`config.mk`:
```
export PLATFORM = sky130hd
export DESIGN_NAME = ssb_single_bus_cpu
export DESIGN_NICKNAME = d
export VERILOG_FILES = /design/src/rtl/ssb_pkg.sv /design/src/rtl/ssb_regfile.sv /design/src/rtl/ssb_alu.sv /design/src/rtl/ssb_datapath.sv /design/src/rtl/ssb_control.sv /design/src/rtl/ssb_single_bus_cpu.sv
export SDC_FILE = /design/constraint.sdc
export NUM_CORES = 1
export LEC_CHECK = 0
export BUFFER_PORTS_ARGS = -buffer_cell sky130_fd_sc_hd__buf_2
export CAP_MARGIN = 30
export CORE_MARGIN = 5
export CORE_UTILIZATION = 58
export CTS_BUF_LIST = sky130_fd_sc_hd__clkbuf_2
export CTS_CLUSTER_SIZE = 30
export DETAILED_ROUTE_END_ITERATION = 7
export PLACE_DENSITY_LB_ADDON = 0.05
export SLEW_MARGIN = 20
export SYNTH_ARGS = -nofsm -noshare
export SYNTH_HDL_FRONTEND = slang
export SYNTH_SLANG_ARGS = --single-unit
```
`constraint.sdc`:
```
create_clock -name clk -period 6.7 [get_ports clk]
set_input_delay 0.67 -clock clk [delete_from_list [all_inputs] [get_ports clk]]
set_output_delay 0.67 -clock clk [all_outputs]
set_load 0.02 [all_outputs]
```
`src/rtl/ssb_pkg.sv`:
```
package ssb_pkg;
  localparam int DATA_W    = 32;
  localparam int NUM_REGS  = 8;
  localparam int REG_SEL_W = $clog2(NUM_REGS);
  localparam int FLAG_W    = 3;
  localparam int STEP_W    = 3;
  localparam int OPC_W     = 4;
  localparam logic [OPC_W-1:0] OPC_ADD = 4'hA;
  localparam int SRC_LSB   = 3;
  localparam int DST_LSB   = 0;

  typedef enum logic [STEP_W-1:0] {
    STEP_F1 = 3'd0,
    STEP_F2 = 3'd1,
    STEP_F3 = 3'd2,
    STEP_E1 = 3'd3,
    STEP_E2 = 3'd4,
    STEP_E3 = 3'd5
  } step_e;

  typedef enum logic {
    ALU_PASS = 1'b0,
    ALU_ADD  = 1'b1
  } alu_op_e;

  typedef struct packed {
    logic                 pcOut;
    logic                 zOut;
    logic                 mdrOut;
    logic                 regOut;
    logic                 pcIn;
    logic                 marIn;
    logic                 irIn;
    logic                 yIn;
    logic                 zIn;
    logic                 regIn;
    logic                 flagsIn;
    logic                 selY;
    logic                 read;
    logic                 wmfc;
    alu_op_e              aluOp;
    logic [REG_SEL_W-1:0] regSel;
  } ctl_t;
endpackage

```
`src/rtl/ssb_regfile.sv`:
```
module ssb_regfile
  import ssb_pkg::*;
#(
  parameter logic [DATA_W-1:0] INIT_STEP = 32'h1111_1111
) (
  input  logic                 clk,
  input  logic                 rstN,
  input  logic                 wrEn,
  input  logic [REG_SEL_W-1:0] sel,
  input  logic [DATA_W-1:0]    wrData,
  output logic [DATA_W-1:0]    rdData
);
  logic [DATA_W-1:0] regQ [NUM_REGS];

  for (genvar gi = 0; gi < NUM_REGS; gi++) begin : g_reg
    always_ff @(posedge clk or negedge rstN) begin
      if (!rstN)
        regQ[gi] <= DATA_W'(gi) * INIT_STEP;
      else if (wrEn && (sel == REG_SEL_W'(gi)))
        regQ[gi] <= wrData;
    end
  end

  always_comb rdData = regQ[sel];
endmodule

```
`src/rtl/ssb_alu.sv`:
```
module ssb_alu
  import ssb_pkg::*;
#(
  parameter int INC_CONST = 4
) (
  input  alu_op_e           op,
  input  logic              selY,
  input  logic [DATA_W-1:0] yVal,
  input  logic [DATA_W-1:0] busVal,
  output logic [DATA_W-1:0] result,
  output logic [FLAG_W-1:0] flags
);
  logic [DATA_W-1:0] aIn;
  logic [DATA_W:0]   wide;
  logic              ovf;

  always_comb begin
    aIn  = selY ? yVal : DATA_W'(INC_CONST);
    wide = {1'b0, aIn} + {1'b0, busVal};
    ovf  = (aIn[DATA_W-1] == busVal[DATA_W-1]) && (wide[DATA_W-1] != aIn[DATA_W-1]);
    if (op == ALU_ADD) begin
      result = wide[DATA_W-1:0];
      flags  = {wide[DATA_W-1], ovf, wide[DATA_W]};
    end else begin
      result = busVal;
      flags  = {busVal[DATA_W-1], 1'b0, 1'b0};
    end
  end
endmodule

```
`src/rtl/ssb_datapath.sv`:
```
module ssb_datapath
  import ssb_pkg::*;
#(
  parameter int                ADDR_W        = 24,
  parameter int                INC_CONST     = 4,
  parameter logic [DATA_W-1:0] REG_INIT_STEP = 32'h1111_1111
) (
  input  logic              clk,
  input  logic              rstN,
  input  ctl_t              ctl,
  input  logic              mfc,
  input  logic [DATA_W-1:0] memRdata,
  output logic [ADDR_W-1:0] marOut,
  output logic [DATA_W-1:0] busOut,
  output logic [DATA_W-1:0] pcOut,
  output logic [DATA_W-1:0] irOut,
  output logic [OPC_W-1:0]  fetchOpc,
  output logic [FLAG_W-1:0] flagsOut
);
  logic [DATA_W-1:0] pcQ, mdrQ, irQ, yQ, zQ;
  logic [ADDR_W-1:0] marQ;
  logic [FLAG_W-1:0] flagsQ;
  logic [DATA_W-1:0] busVal, regRd, aluRes;
  logic [FLAG_W-1:0] aluFlags;

  ssb_regfile #(.INIT_STEP(REG_INIT_STEP)) regs_i (
    .clk    (clk),
    .rstN   (rstN),
    .wrEn   (ctl.regIn),
    .sel    (ctl.regSel),
    .wrData (busVal),
    .rdData (regRd)
  );

  ssb_alu #(.INC_CONST(INC_CONST)) alu_i (
    .op     (ctl.aluOp),
    .selY   (ctl.selY),
    .yVal   (yQ),
    .busVal (busVal),
    .result (aluRes),
    .flags  (aluFlags)
  );

  // Shared bus: each source gated by its own drive enable, then merged.
  always_comb begin
    busVal = ({DATA_W{ctl.pcOut}}  & pcQ)
           | ({DATA_W{ctl.zOut}}   & zQ)
           | ({DATA_W{ctl.mdrOut}} & mdrQ)
           | ({DATA_W{ctl.regOut}} & regRd);
  end

  always_ff @(posedge clk or negedge rstN) begin
    if (!rstN) begin
      pcQ    <= '0;
      marQ   <= '0;
      mdrQ   <= '0;
      irQ    <= '0;
      yQ     <= '0;
      zQ     <= '0;
      flagsQ <= '0;
    end else begin
      if (ctl.pcIn)          pcQ    <= busVal;
      if (ctl.marIn)         marQ   <= busVal[ADDR_W-1:0];
      if (ctl.wmfc && mfc)   mdrQ   <= memRdata;
      if (ctl.irIn)          irQ    <= busVal;
      if (ctl.yIn)           yQ     <= busVal;
      if (ctl.zIn)           zQ     <= aluRes;
      if (ctl.flagsIn)       flagsQ <= aluFlags;
    end
  end

  always_comb begin
    marOut   = marQ;
    busOut   = busVal;
    pcOut    = pcQ;
    irOut    = irQ;
    fetchOpc = mdrQ[DATA_W-1 -: OPC_W];
    flagsOut = flagsQ;
  end

  assert_one_source_R1: assert property (@(posedge clk) disable iff (!rstN)
    $onehot({ctl.pcOut, ctl.zOut, ctl.mdrOut, ctl.regOut}));

  assert_pc_increment_R4: assert property (@(posedge clk) disable iff (!rstN)
    (ctl.pcOut && ctl.zIn && !ctl.selY) |=> (zQ == $past(pcQ) + DATA_W'(INC_CONST)));

  assert_sum_R7: assert property (@(posedge clk) disable iff (!rstN)
    (ctl.zIn && ctl.selY) |=> (zQ == $past(yQ) + $past(busVal)));

  assert_negative_flag_R8: assert property (@(posedge clk) disable iff (!rstN)
    ctl.flagsIn |=> (flagsQ[2] == zQ[DATA_W-1]));

  assert_flags_hold_R9: assert property (@(posedge clk) disable iff (!rstN)
    !ctl.flagsIn |=> $stable(flagsQ));
endmodule

```
`src/rtl/ssb_control.sv`:
```
module ssb_control
  import ssb_pkg::*;
(
  input  logic                 clk,
  input  logic                 rstN,
  input  logic                 mfc,
  input  logic [OPC_W-1:0]     fetchOpc,
  input  logic [REG_SEL_W-1:0] srcSel,
  input  logic [REG_SEL_W-1:0] dstSel,
  output ctl_t                 ctl,
  output logic [STEP_W-1:0]    stepOut
);
  step_e stepQ, stepNext;

  always_comb begin
    ctl       = '0;
    ctl.aluOp = ALU_PASS;
    stepNext  = STEP_F1;
    unique case (stepQ)
      STEP_F1: begin
        ctl.pcOut = 1'b1;
        ctl.marIn = 1'b1;
        ctl.read  = 1'b1;
        ctl.aluOp = ALU_ADD;
        ctl.zIn   = 1'b1;
        stepNext  = STEP_F2;
      end
      STEP_F2: begin
        ctl.zOut  = 1'b1;
        ctl.pcIn  = 1'b1;
        ctl.wmfc  = 1'b1;
        stepNext  = mfc ? STEP_F3 : STEP_F2;
      end
      STEP_F3: begin
        ctl.mdrOut = 1'b1;
        ctl.irIn   = 1'b1;
        stepNext   = (fetchOpc == OPC_ADD) ? STEP_E1 : STEP_F1;
      end
      STEP_E1: begin
        ctl.regOut = 1'b1;
        ctl.regSel = srcSel;
        ctl.yIn    = 1'b1;
        stepNext   = STEP_E2;
      end
      STEP_E2: begin
        ctl.regOut  = 1'b1;
        ctl.regSel  = dstSel;
        ctl.selY    = 1'b1;
        ctl.aluOp   = ALU_ADD;
        ctl.zIn     = 1'b1;
        ctl.flagsIn = 1'b1;
        stepNext    = STEP_E3;
      end
      STEP_E3: begin
        ctl.zOut   = 1'b1;
        ctl.regIn  = 1'b1;
        ctl.regSel = dstSel;
        stepNext   = STEP_F1;
      end
      default: begin
        ctl.pcOut = 1'b1;
        stepNext  = STEP_F1;
      end
    endcase
  end

  always_ff @(posedge clk or negedge rstN) begin
    if (!rstN) stepQ <= STEP_F1;
    else       stepQ <= stepNext;
  end

  always_comb stepOut = stepQ;

  assert_wait_hold_R5: assert property (@(posedge clk) disable iff (!rstN)
    (stepQ == STEP_F2 && !mfc) |=> (stepQ == STEP_F2));

  assert_wait_exit_R5: assert property (@(posedge clk) disable iff (!rstN)
    (stepQ == STEP_F2 && mfc) |=> (stepQ == STEP_F3));

  assert_non_add_end_R6: assert property (@(posedge clk) disable iff (!rstN)
    (stepQ == STEP_F3 && fetchOpc != OPC_ADD) |=> (stepQ == STEP_F1));

  assert_restart_R10: assert property (@(posedge clk) disable iff (!rstN)
    (stepQ == STEP_E3) |=> (stepQ == STEP_F1));
endmodule

```
`src/rtl/ssb_single_bus_cpu.sv`:
```
module ssb_single_bus_cpu
  import ssb_pkg::*;
#(
  parameter int                ADDR_W        = 24,
  parameter int                INC_CONST     = 4,
  parameter logic [DATA_W-1:0] REG_INIT_STEP = 32'h1111_1111
) (
  input  logic              clk,
  input  logic              rstN,
  output logic [ADDR_W-1:0] memAddr,
  output logic              memRead,
  input  logic [DATA_W-1:0] memRdata,
  input  logic              mfc,
  output logic [DATA_W-1:0] busOut,
  output logic [DATA_W-1:0] pcOut,
  output logic [DATA_W-1:0] irOut,
  output logic [FLAG_W-1:0] flagsOut,
  output logic [STEP_W-1:0] stepOut
);
  ctl_t             ctl;
  logic [OPC_W-1:0] fetchOpc;

  ssb_control ctrl_i (
    .clk      (clk),
    .rstN     (rstN),
    .mfc      (mfc),
    .fetchOpc (fetchOpc),
    .srcSel   (irOut[SRC_LSB +: REG_SEL_W]),
    .dstSel   (irOut[DST_LSB +: REG_SEL_W]),
    .ctl      (ctl),
    .stepOut  (stepOut)
  );

  ssb_datapath #(
    .ADDR_W        (ADDR_W),
    .INC_CONST     (INC_CONST),
    .REG_INIT_STEP (REG_INIT_STEP)
  ) dp_i (
    .clk      (clk),
    .rstN     (rstN),
    .ctl      (ctl),
    .mfc      (mfc),
    .memRdata (memRdata),
    .marOut   (memAddr),
    .busOut   (busOut),
    .pcOut    (pcOut),
    .irOut    (irOut),
    .fetchOpc (fetchOpc),
    .flagsOut (flagsOut)
  );

  always_comb memRead = ctl.read;
endmodule

```
==> results of run 1 <==
-- worst max-delay path by stage --
stage | endpoint | slack (ns) | depth (start not counted)
global route | dp_i.flagsOut[1] | 1.09 | 13
CTS | dp_i.zQ[26] | 1.38 | 13
detailed placement | dp_i.zQ[30] | 1.46 | 13
finish | dp_i.flagsOut[1] | 1.42 | 13
floorplan | dp_i.zQ[30] | 2.18 | 16
global placement | dp_i.zQ[28] | 1.59 | 14
-- where the power goes --
| part | switching, mW | internal, mW | total (mW) |
|---|---|---|---|
| Clock | 1.14 | 0.697 | 1.84 |
| Sequential | 0.521 | 3.57 | 4.10 |
| Combinational | 4.12 | 1.71 | 5.83 |
-- logic make-up after synthesis --
kind of cell,Yosys count,share of synthesized area
AO/OA/AOI/OAI,749,0.212
XOR/XNOR,19,0.00780
adder cells (fa/ha/maj),33,0.0197
buffers and inverters,227,0.0426
flip-flops,446,0.529
multiplexers,33,0.0174
AND/OR/NAND/NOR,861,0.172
-- sequential cells by signal, summed over array words and instances, names as in the netlist --
| register | count |
|---|---|
| dp_i.regs_i.regQ | 256 |
| dp_i.irOut | 32 |
| dp_i.mdrQ | 32 |
| dp_i.pcOut | 32 |
| dp_i.yQ | 32 |
| dp_i.zQ | 32 |
| dp_i.marOut | 24 |
| ctrl_i.stepOut | 3 |
| dp_i.flagsOut | 3 |
-- cells in the mapped netlist (all sizes together), types with 3 or more instances --
library cell and n:
o21bai 3, buf 50, nor4 4, nor3 11, nand2 631, o22ai 3
xnor2 11, a311oi 32, dfrtp 350, a221oi 35, nand4 15, xor2 8
mux2 32, dfstp 96, or3 5, o31a 3, and3 69, nand3 83
o31ai 7, o21a 13, nor2b 5, a31oi 34, nor2 21, inv 6
o211ai 3, o21ai 445, a211oi 38, and2 4, clkbuf 171, ha 32
a22oi 33, a21o 47, a21oi 35, a211o 3, or2 4
-- layer usage --
| metal | wire [um] | vias up | global-route usage |
|---|---|---|---|
| met1 | 28300 | 8891 | 0.449 |
| met3 | 4330 | 73 | 0.0663 |
| met4 | 1150 | 0 | 0.0840 |
| met5 | 0 | - | 0 |
| li1 | - | 8650 | - |
| met2 | 27400 | 614 | 0.454 |
-- stage by stage --
step,instance area [sq um],cells,setup slack (ns)
CTS,23600,3052,1.38
global placement,22200,2807,1.59
finish,23600,3061,1.42
global route,23600,3058,1.09
detailed placement,22200,2807,1.46
floorplan,21300,2368,2.18
-- cells in the final DEF (no fill, tap or decap), types with 18 or more instances in the layout --
master | synthesis | final
sky130_fd_sc_hd__a31oi_1 | 34 | 34
sky130_fd_sc_hd__a21oi_1 | 35 | 35
sky130_fd_sc_hd__dfrtp_1 | 350 | 348
sky130_fd_sc_hd__a221oi_1 | 35 | 35
sky130_fd_sc_hd__nor2_1 | 20 | 18
sky130_fd_sc_hd__dlygate4sd3_1 | 0 | 34
sky130_fd_sc_hd__mux2_2 | 32 | 32
sky130_fd_sc_hd__clkinv_1 | 0 | 30
sky130_fd_sc_hd__nand3_1 | 82 | 77
sky130_fd_sc_hd__buf_2 | 36 | 160
sky130_fd_sc_hd__ha_1 | 32 | 32
sky130_fd_sc_hd__and3_1 | 68 | 68
sky130_fd_sc_hd__a211oi_1 | 36 | 36
sky130_fd_sc_hd__clkbuf_2 | 1 | 172
sky130_fd_sc_hd__o21ai_0 | 438 | 438
sky130_fd_sc_hd__dfstp_2 | 96 | 96
sky130_fd_sc_hd__a21o_1 | 46 | 46
sky130_fd_sc_hd__a311oi_1 | 32 | 32
sky130_fd_sc_hd__nand2_1 | 631 | 626
sky130_fd_sc_hd__a22oi_1 | 33 | 33
sky130_fd_sc_hd__buf_4 | 1 | 29
-- cell type report --
class / count / area, sq um / share of cell area
Timing Repair Buffer: 229 / 1480 / 0.0624
Clock inverter: 39 / 178 / 0.00751
Clock buffer: 172 / 861 / 0.0364
Inverter: 6 / 22.5 / 0.000952
Antenna cell: 6 / 15.0 / 0.000635
Multi-Input combinational cell: 1695 / 9230 / 0.390
Sequential cell: 446 / 11300 / 0.477
Tap cell: 468 / 586 / 0.0248
==> parameters.txt, run 1 <==
Parameter                              Value

Timing
  Clock Skew ... 0.104 ns
  Relative max-transition margin ... 0.342
  Fmax ... 0.189 GHz
  Setup total negative slack ... 0 ns
  Final number of setup-violating endpoints ... 0
  Final Critical Period ... 5.28 ns
  Final Max Tran Viols ... 0
  Final period util ... 0.789
  Worst Tran Pin Value ... 0.986 ns
  Final count of hold timing violations ... 0
  Post-Route Hold Slack ... 0.204 ns
  Unrepaired setup endpoints after global routing ... false

Clock tree
  Clock network latency to the later pin of the worst-skew pair ... 1.13 ns
  Count of hold buffers inserted by post-cts repair ... 34
  Buffer cell driving the clock tree root ... sky130_fd_sc_hd__clkbuf_2
  Post-CTS setup buffers ... 0
  Number of buffers on the longest clock path ... 3
  Post-cts sizing count ... 0
  Clock sink count ... 446
  Clock Pin Slew Worst Setup and Hold Paths ... 0.11 ns
  # H-tree levels ... 3
  TritonCTS clock tree ... yes
  Number of buffers created by CTS ... 113

Synth
  Part of the Yosys area used for sequential elements ... 0.529
  Most used flip-flop cell after synthesis ... sky130_fd_sc_hd__dfrtp_1
  Summed instance area of the synthesized netlist ... 0.0213 sq mm
  Post-synthesis instance total ... 2368
  Synthesized area divided by synthesized cell count ... 9.01 sq um
  Dominant cells by area after synthesis ... sky130_fd_sc_hd__dfrtp_1 (41%), sky130_fd_sc_hd__dfstp_2 (12%), sky130_fd_sc_hd__nand2_1 (11%)
  Number of warnings reported in the yosys synthesis log ... 0
  Synthesized flop and latch total ... 446
  Count of cell types in the netlist ... 70
  Yosys top cell by area ... sky130_fd_sc_hd__dfrtp_1
  Synth async-reset ratio ... 1.00
  Number of synthesized flops with an enable pin ... 0
  Area fraction of the dominant cell type after synthesis ... 0.411
  Syn nets ... 2436

Setup path
  Number of buffers and inverters on the critical path ... 1
  Critical path's top delay family ... compound AO/OA/AOI/OAI gates
  Reg2Reg Launch Point ... ctrl_i.stepOut[2]
  Max stage delay on crit path ... 0.85 ns
  Worst path cell trace ... nor2b_1, a32oi_4, buf_4, a211oi_1, a311oi_1, a31oi_1, o21ai_0, ha_1, nand4_1, nand4bb_1, a211oi_1, nor4_1, o41ai_1
  Req. time, crit path ... 7.67 ns
  Capture instance of the worst register-to-register path ... dp_i.flagsOut[1]
  WS Path Type ... flop to flop
  Data arrival time at the worst-slack endpoint ... 6.25 ns
  R2r worst-path depth ... 13
  Worst-case register-to-register setup slack ... 1.42 ns
  Endpoint kind of the worst setup timing path ... flop
  Crit Path Max Fanout ... 40
  Worst setup path startpoint ... ctrl_i.stepOut[2]
  Critical-path top delay cell ... sky130_fd_sc_hd__a32oi_4
  Most prevalent standard cell on the critical path ... sky130_fd_sc_hd__a211oi_1
  Startpoint class of the critical path ... flop

Die
  Num ports ... 162
  Horizontal die dimension ... 202 um
  Total core area ... 0.0364 sq mm
  Height of the die ... 202 um
  Rows ... 70
  Initial cell density of the core ... 0.586
  Die Area ... 0.0407 sq mm

Routing
  Iter 0 DRT Violations ... 1531
  Average via count per standard cell ... 5.95
  Number of DRC violations after detailed routing ... 0
  Average routed wire per standard cell ... 20.0 um
  Antenna Nets Post-Route ... 0
  Final wirelength ... 61200 um
  Pre-antenna DRT Iters ... 6
  Vias ... 18200

Layout
  FILL cells ... 3188
  Area Overhead vs Synth ... 10.8%
  Post-layout net count ... 2559
  Proportion of layout cells with a drive suffix above 1 ... 0.207
  Utilization after layout ... 0.649

Placed design
  Post-detailed-placement half-perimeter wirelength ... 38900 um
  Count of input and output buffers ... 161
  Routability Congestion ... 0.931

Global route
  Wire length of the first global-routing pass ... 99300 um
  Pin count of the biggest net entering global routing ... 159
  Initial antenna violation count ... 2
  Aggregate global-route resource usage ... 0.302
  GRT Residual Overflow ... 0
  Vias in the first global route ... 17800

Job
  Count of maximum capacitance violations ... 0

Power and ir drop
  PD cells ... 497 mW/mm^2
  Cell leakage power ... 10.8 nW
  Max rail drop VDD ... 0.236 mV
  Total power of the final layout ... 11.8 mW

Worst hold path
  Tightest Hold Check Type ... input pin to async pin

Run status
  Result of the run ... complete, no violations
Power figures use the tool's default switching activity.
==> inputs of run 2 (changes only) <==
Settings changed: ABC_AREA set to 1.
Clock period 6.7 ns to 4.9 ns, I/O delays scaled along.
==> run 2 against run 1 <==
  * Wire length up 34%
  * Power up 33%
  * Worst setup slack worse by 1.1 ns
  * Combinational power up 34%
  * Core utilization up 0.068 points
  * Design area up 12%
  * Clock power up 47%
  * Largest cell class unchanged
==> parameters.txt, run 2 <==
Parameter                              Value

Global route
  Vias in the first global route ... 22300
  Wire length of the first global-routing pass ... 127000 um
  Pin count of the biggest net entering global routing ... 130
  Aggregate global-route resource usage ... 0.364
  GRT Residual Overflow ... 0
  Initial antenna violation count ... 1

Setup path
  Max stage delay on crit path ... 0.51 ns
  Startpoint class of the critical path ... flop
  Critical-path top delay cell ... sky130_fd_sc_hd__fa_1
  Crit Path Max Fanout ... 88
  Data arrival time at the worst-slack endpoint ... 5.54 ns
  WS Path Type ... flop to flop
  Req. time, crit path ... 5.88 ns
  Endpoint kind of the worst setup timing path ... flop
  Most prevalent standard cell on the critical path ... sky130_fd_sc_hd__nand2_1

Routing
  Iter 0 DRT Violations ... 2460
  Average via count per standard cell ... 5.48
  Antenna Nets Post-Route ... 0
  Number of DRC violations after detailed routing ... 0
  Vias ... 22600
  Final wirelength ... 81900 um
  Pre-antenna DRT Iters ... 7
  Average routed wire per standard cell ... 19.9 um

Timing
  Unrepaired setup endpoints after global routing ... false
  Post-Route Hold Slack ... 0.129 ns
  Final period util ... 0.931
  Worst Tran Pin Value ... 1.04 ns
  Final Critical Period ... 4.56 ns
  Setup total negative slack ... 0 ns
  Relative max-transition margin ... 0.306
  Clock Skew ... 0.102 ns
  Fmax ... 0.219 GHz
  Final number of setup-violating endpoints ... 0
  Final count of hold timing violations ... 0
  Final Max Tran Viols ... 0

Synth
  Number of synthesized flops with an enable pin ... 0
  Synthesized area divided by synthesized cell count ... 7.20 sq um
  Number of warnings reported in the yosys synthesis log ... 0
  Area fraction of the dominant cell type after synthesis ... 0.370
  Yosys top cell by area ... sky130_fd_sc_hd__dfrtp_1
  Most used flip-flop cell after synthesis ... sky130_fd_sc_hd__dfrtp_1
  Count of cell types in the netlist ... 43
  Dominant cells by area after synthesis ... sky130_fd_sc_hd__dfrtp_1 (37%), sky130_fd_sc_hd__nand2_1 (29%), sky130_fd_sc_hd__dfstp_2 (11%)
  Synthesized flop and latch total ... 446
  Summed instance area of the synthesized netlist ... 0.0237 sq mm
  Syn nets ... 3359
  Part of the Yosys area used for sequential elements ... 0.476
  Post-synth top cells ... sky130_fd_sc_hd__nand2_1 (1840), sky130_fd_sc_hd__dfrtp_1 (350), sky130_fd_sc_hd__inv_1 (251), sky130_fd_sc_hd__nand3_1 (107), sky130_fd_sc_hd__nand3b_1 (103)
  Synth async-reset ratio ... 1.00
  Top-count cell post-synth ... sky130_fd_sc_hd__nand2_1
  Post-synthesis instance total ... 3291

Worst hold path
  Tightest Hold Check Type ... input pin to flop

Clock tree
  Clock Pin Slew Worst Setup and Hold Paths ... 0.11 ns
  Clock network latency to the later pin of the worst-skew pair ... 1.18 ns
  Buffer cell driving the clock tree root ... sky130_fd_sc_hd__clkbuf_2
  TritonCTS clock tree ... yes
  Clock sink count ... 446
  Number of buffers on the longest clock path ... 3
  Number of buffers created by CTS ... 116
  # H-tree levels ... 3

Placed design
  Routability Congestion ... 1.01
  Number of cells after detailed placement ... 3872
  Count of input and output buffers ... 161
  Post-detailed-placement half-perimeter wirelength ... 53700 um

Die
  Rows ... 74
  Num ports ... 162
  Die Area ... 0.0450 sq mm
  Height of the die ... 212 um
  Total core area ... 0.0406 sq mm
  Horizontal die dimension ... 212 um
  Initial cell density of the core ... 0.583

Layout
  Largest register FFs ... 256
  Commonest cells after routing, fill and taps aside ... sky130_fd_sc_hd__nand2_1 (1839), sky130_fd_sc_hd__dfrtp_1 (350), sky130_fd_sc_hd__inv_1 (251)
  Final Non-Filler Cells ... 4124
  Most common cell after layout, fill and taps aside ... sky130_fd_sc_hd__nand2_1
  Post-layout net count ... 3563
  Combined area of the multi-input logic cells ... 0.0105 sq mm
  Storage element area ... 0.0113 sq mm
  Most flop-heavy register ... dp_i.regs_i.regQ
  Area Overhead vs Synth ... 11.5%
  Proportion of layout cells with a drive suffix above 1 ... 0.161
  FILL cells ... 3689

Run status
  Result of the run ... complete, no violations

Power and ir drop
  PD cells ... 593 mW/mm^2
  Max rail drop VDD ... 0.558 mV
  Cell leakage power ... 14.7 nW

Job
  Count of maximum capacitance violations ... 0
[run 2: changes by cell type in the layout (fill, tap and decap cells not counted), sizes merged, moves of 40 or more]
| cell | previous run | this run |
|---|---|---|
| nor2 | 21 | 82 |
| nand3b | 1 | 103 |
| o21ai | 445 | 58 |
| nand2 | 631 | 1843 |
| a21o | 47 | 4 |
| and3 | 69 | 1 |
| inv | 10 | 268 |
| buf | 195 | 235 |
[run 2: metal layers]
layer,vias to the layer above,part of all wire,global-route usage
met1,10800,0.41,0.496
met3,225,0.080,0.0702
li1,10500,-,-
met4,0,0.045,0.160
met2,1076,0.46,0.572
met5,-,0,0
[run 2: area by class of cell]
cell class,instances,share of cell area
multi-input cells,2392,0.398
inverters,268,0.0381
repair buffers,271,0.0699
well taps,532,0.0252
diodes,2,0.000190
clock inverters,35,0.00786
flip-flops and latches,446,0.427
clock buffers,178,0.0337
[run 2: cell families (layout without fill, tap and decap cells)]
group,Yosys count,count (layout),share of synthesized area
AND/OR/NAND/NOR,2160,2160,0.368
buffers and inverters,453,752,0.0819
XOR/XNOR,12,12,0.00444
flip-flops,446,446,0.476
AO/OA/AOI/OAI,157,157,0.0373
other,0,2,0
adder cells (fa/ha/maj),33,33,0.0177
multiplexers,30,30,0.0143
[run 2: what timing repair did]
action / in CTS / in global routing
hold buffers: 37 / 0
hold endpoints to repair: 166 / 0
gates resized for setup: 0 / 0
setup buffers: 0 / 0
[run 2: stage by stage]
stage	power [mW]	worst slack (ns)	area (sq um)	util
2_1_floorplan	10.0	1.31	23700	-
3_3_place_gp	12.7	0.519	24900	0.612
3_5_place_dp	12.9	0.473	24900	0.613
4_1_cts	15.6	0.273	26400	0.650
5_1_grt	16.7	0.0132	26400	0.650
6_report	15.7	0.339	26400	0.650
[run 2: path summary, 6_finish.rpt]
path | end | slack, ns | cells past startpoint | start
max in group asynchronous | dp_i.mdrQ[17] | 3.87 | 3 | rstN
setup / recovery | dp_i.zQ[16] | 0.34 | 25 | ctrl_i.stepOut[2]
setup reg to reg | dp_i.zQ[16] | 0.34 | 25 | ctrl_i.stepOut[2]
min in group asynchronous | dp_i.regs_i.regQ[68] | 0.16 | 2 | rstN
hold / removal | dp_i.mdrQ[19] | 0.13 | 3 | memRdata[19]
hold reg to reg | dp_i.regs_i.regQ[58] | 0.47 | 2 | dp_i.regs_i.regQ[58]
[run 2: power by group]
part	switching, mW	internal [mW]	leakage (nW)
registers	0.555	4.62	5.65
logic	5.44	2.36	8.19
clock network	1.63	1.08	0.834
total	7.62	8.05	14.7
[run 2: worst max-delay path, delay by kind of cell (launching register included)]
family	cells	cell delay (ns)
and+or+nand+nor	19	1.99
adders and majority gates	2	0.78
buffers and inverters	3	0.84
DFF	1	0.47
AOI/OAI and AO/OA	1	0.26
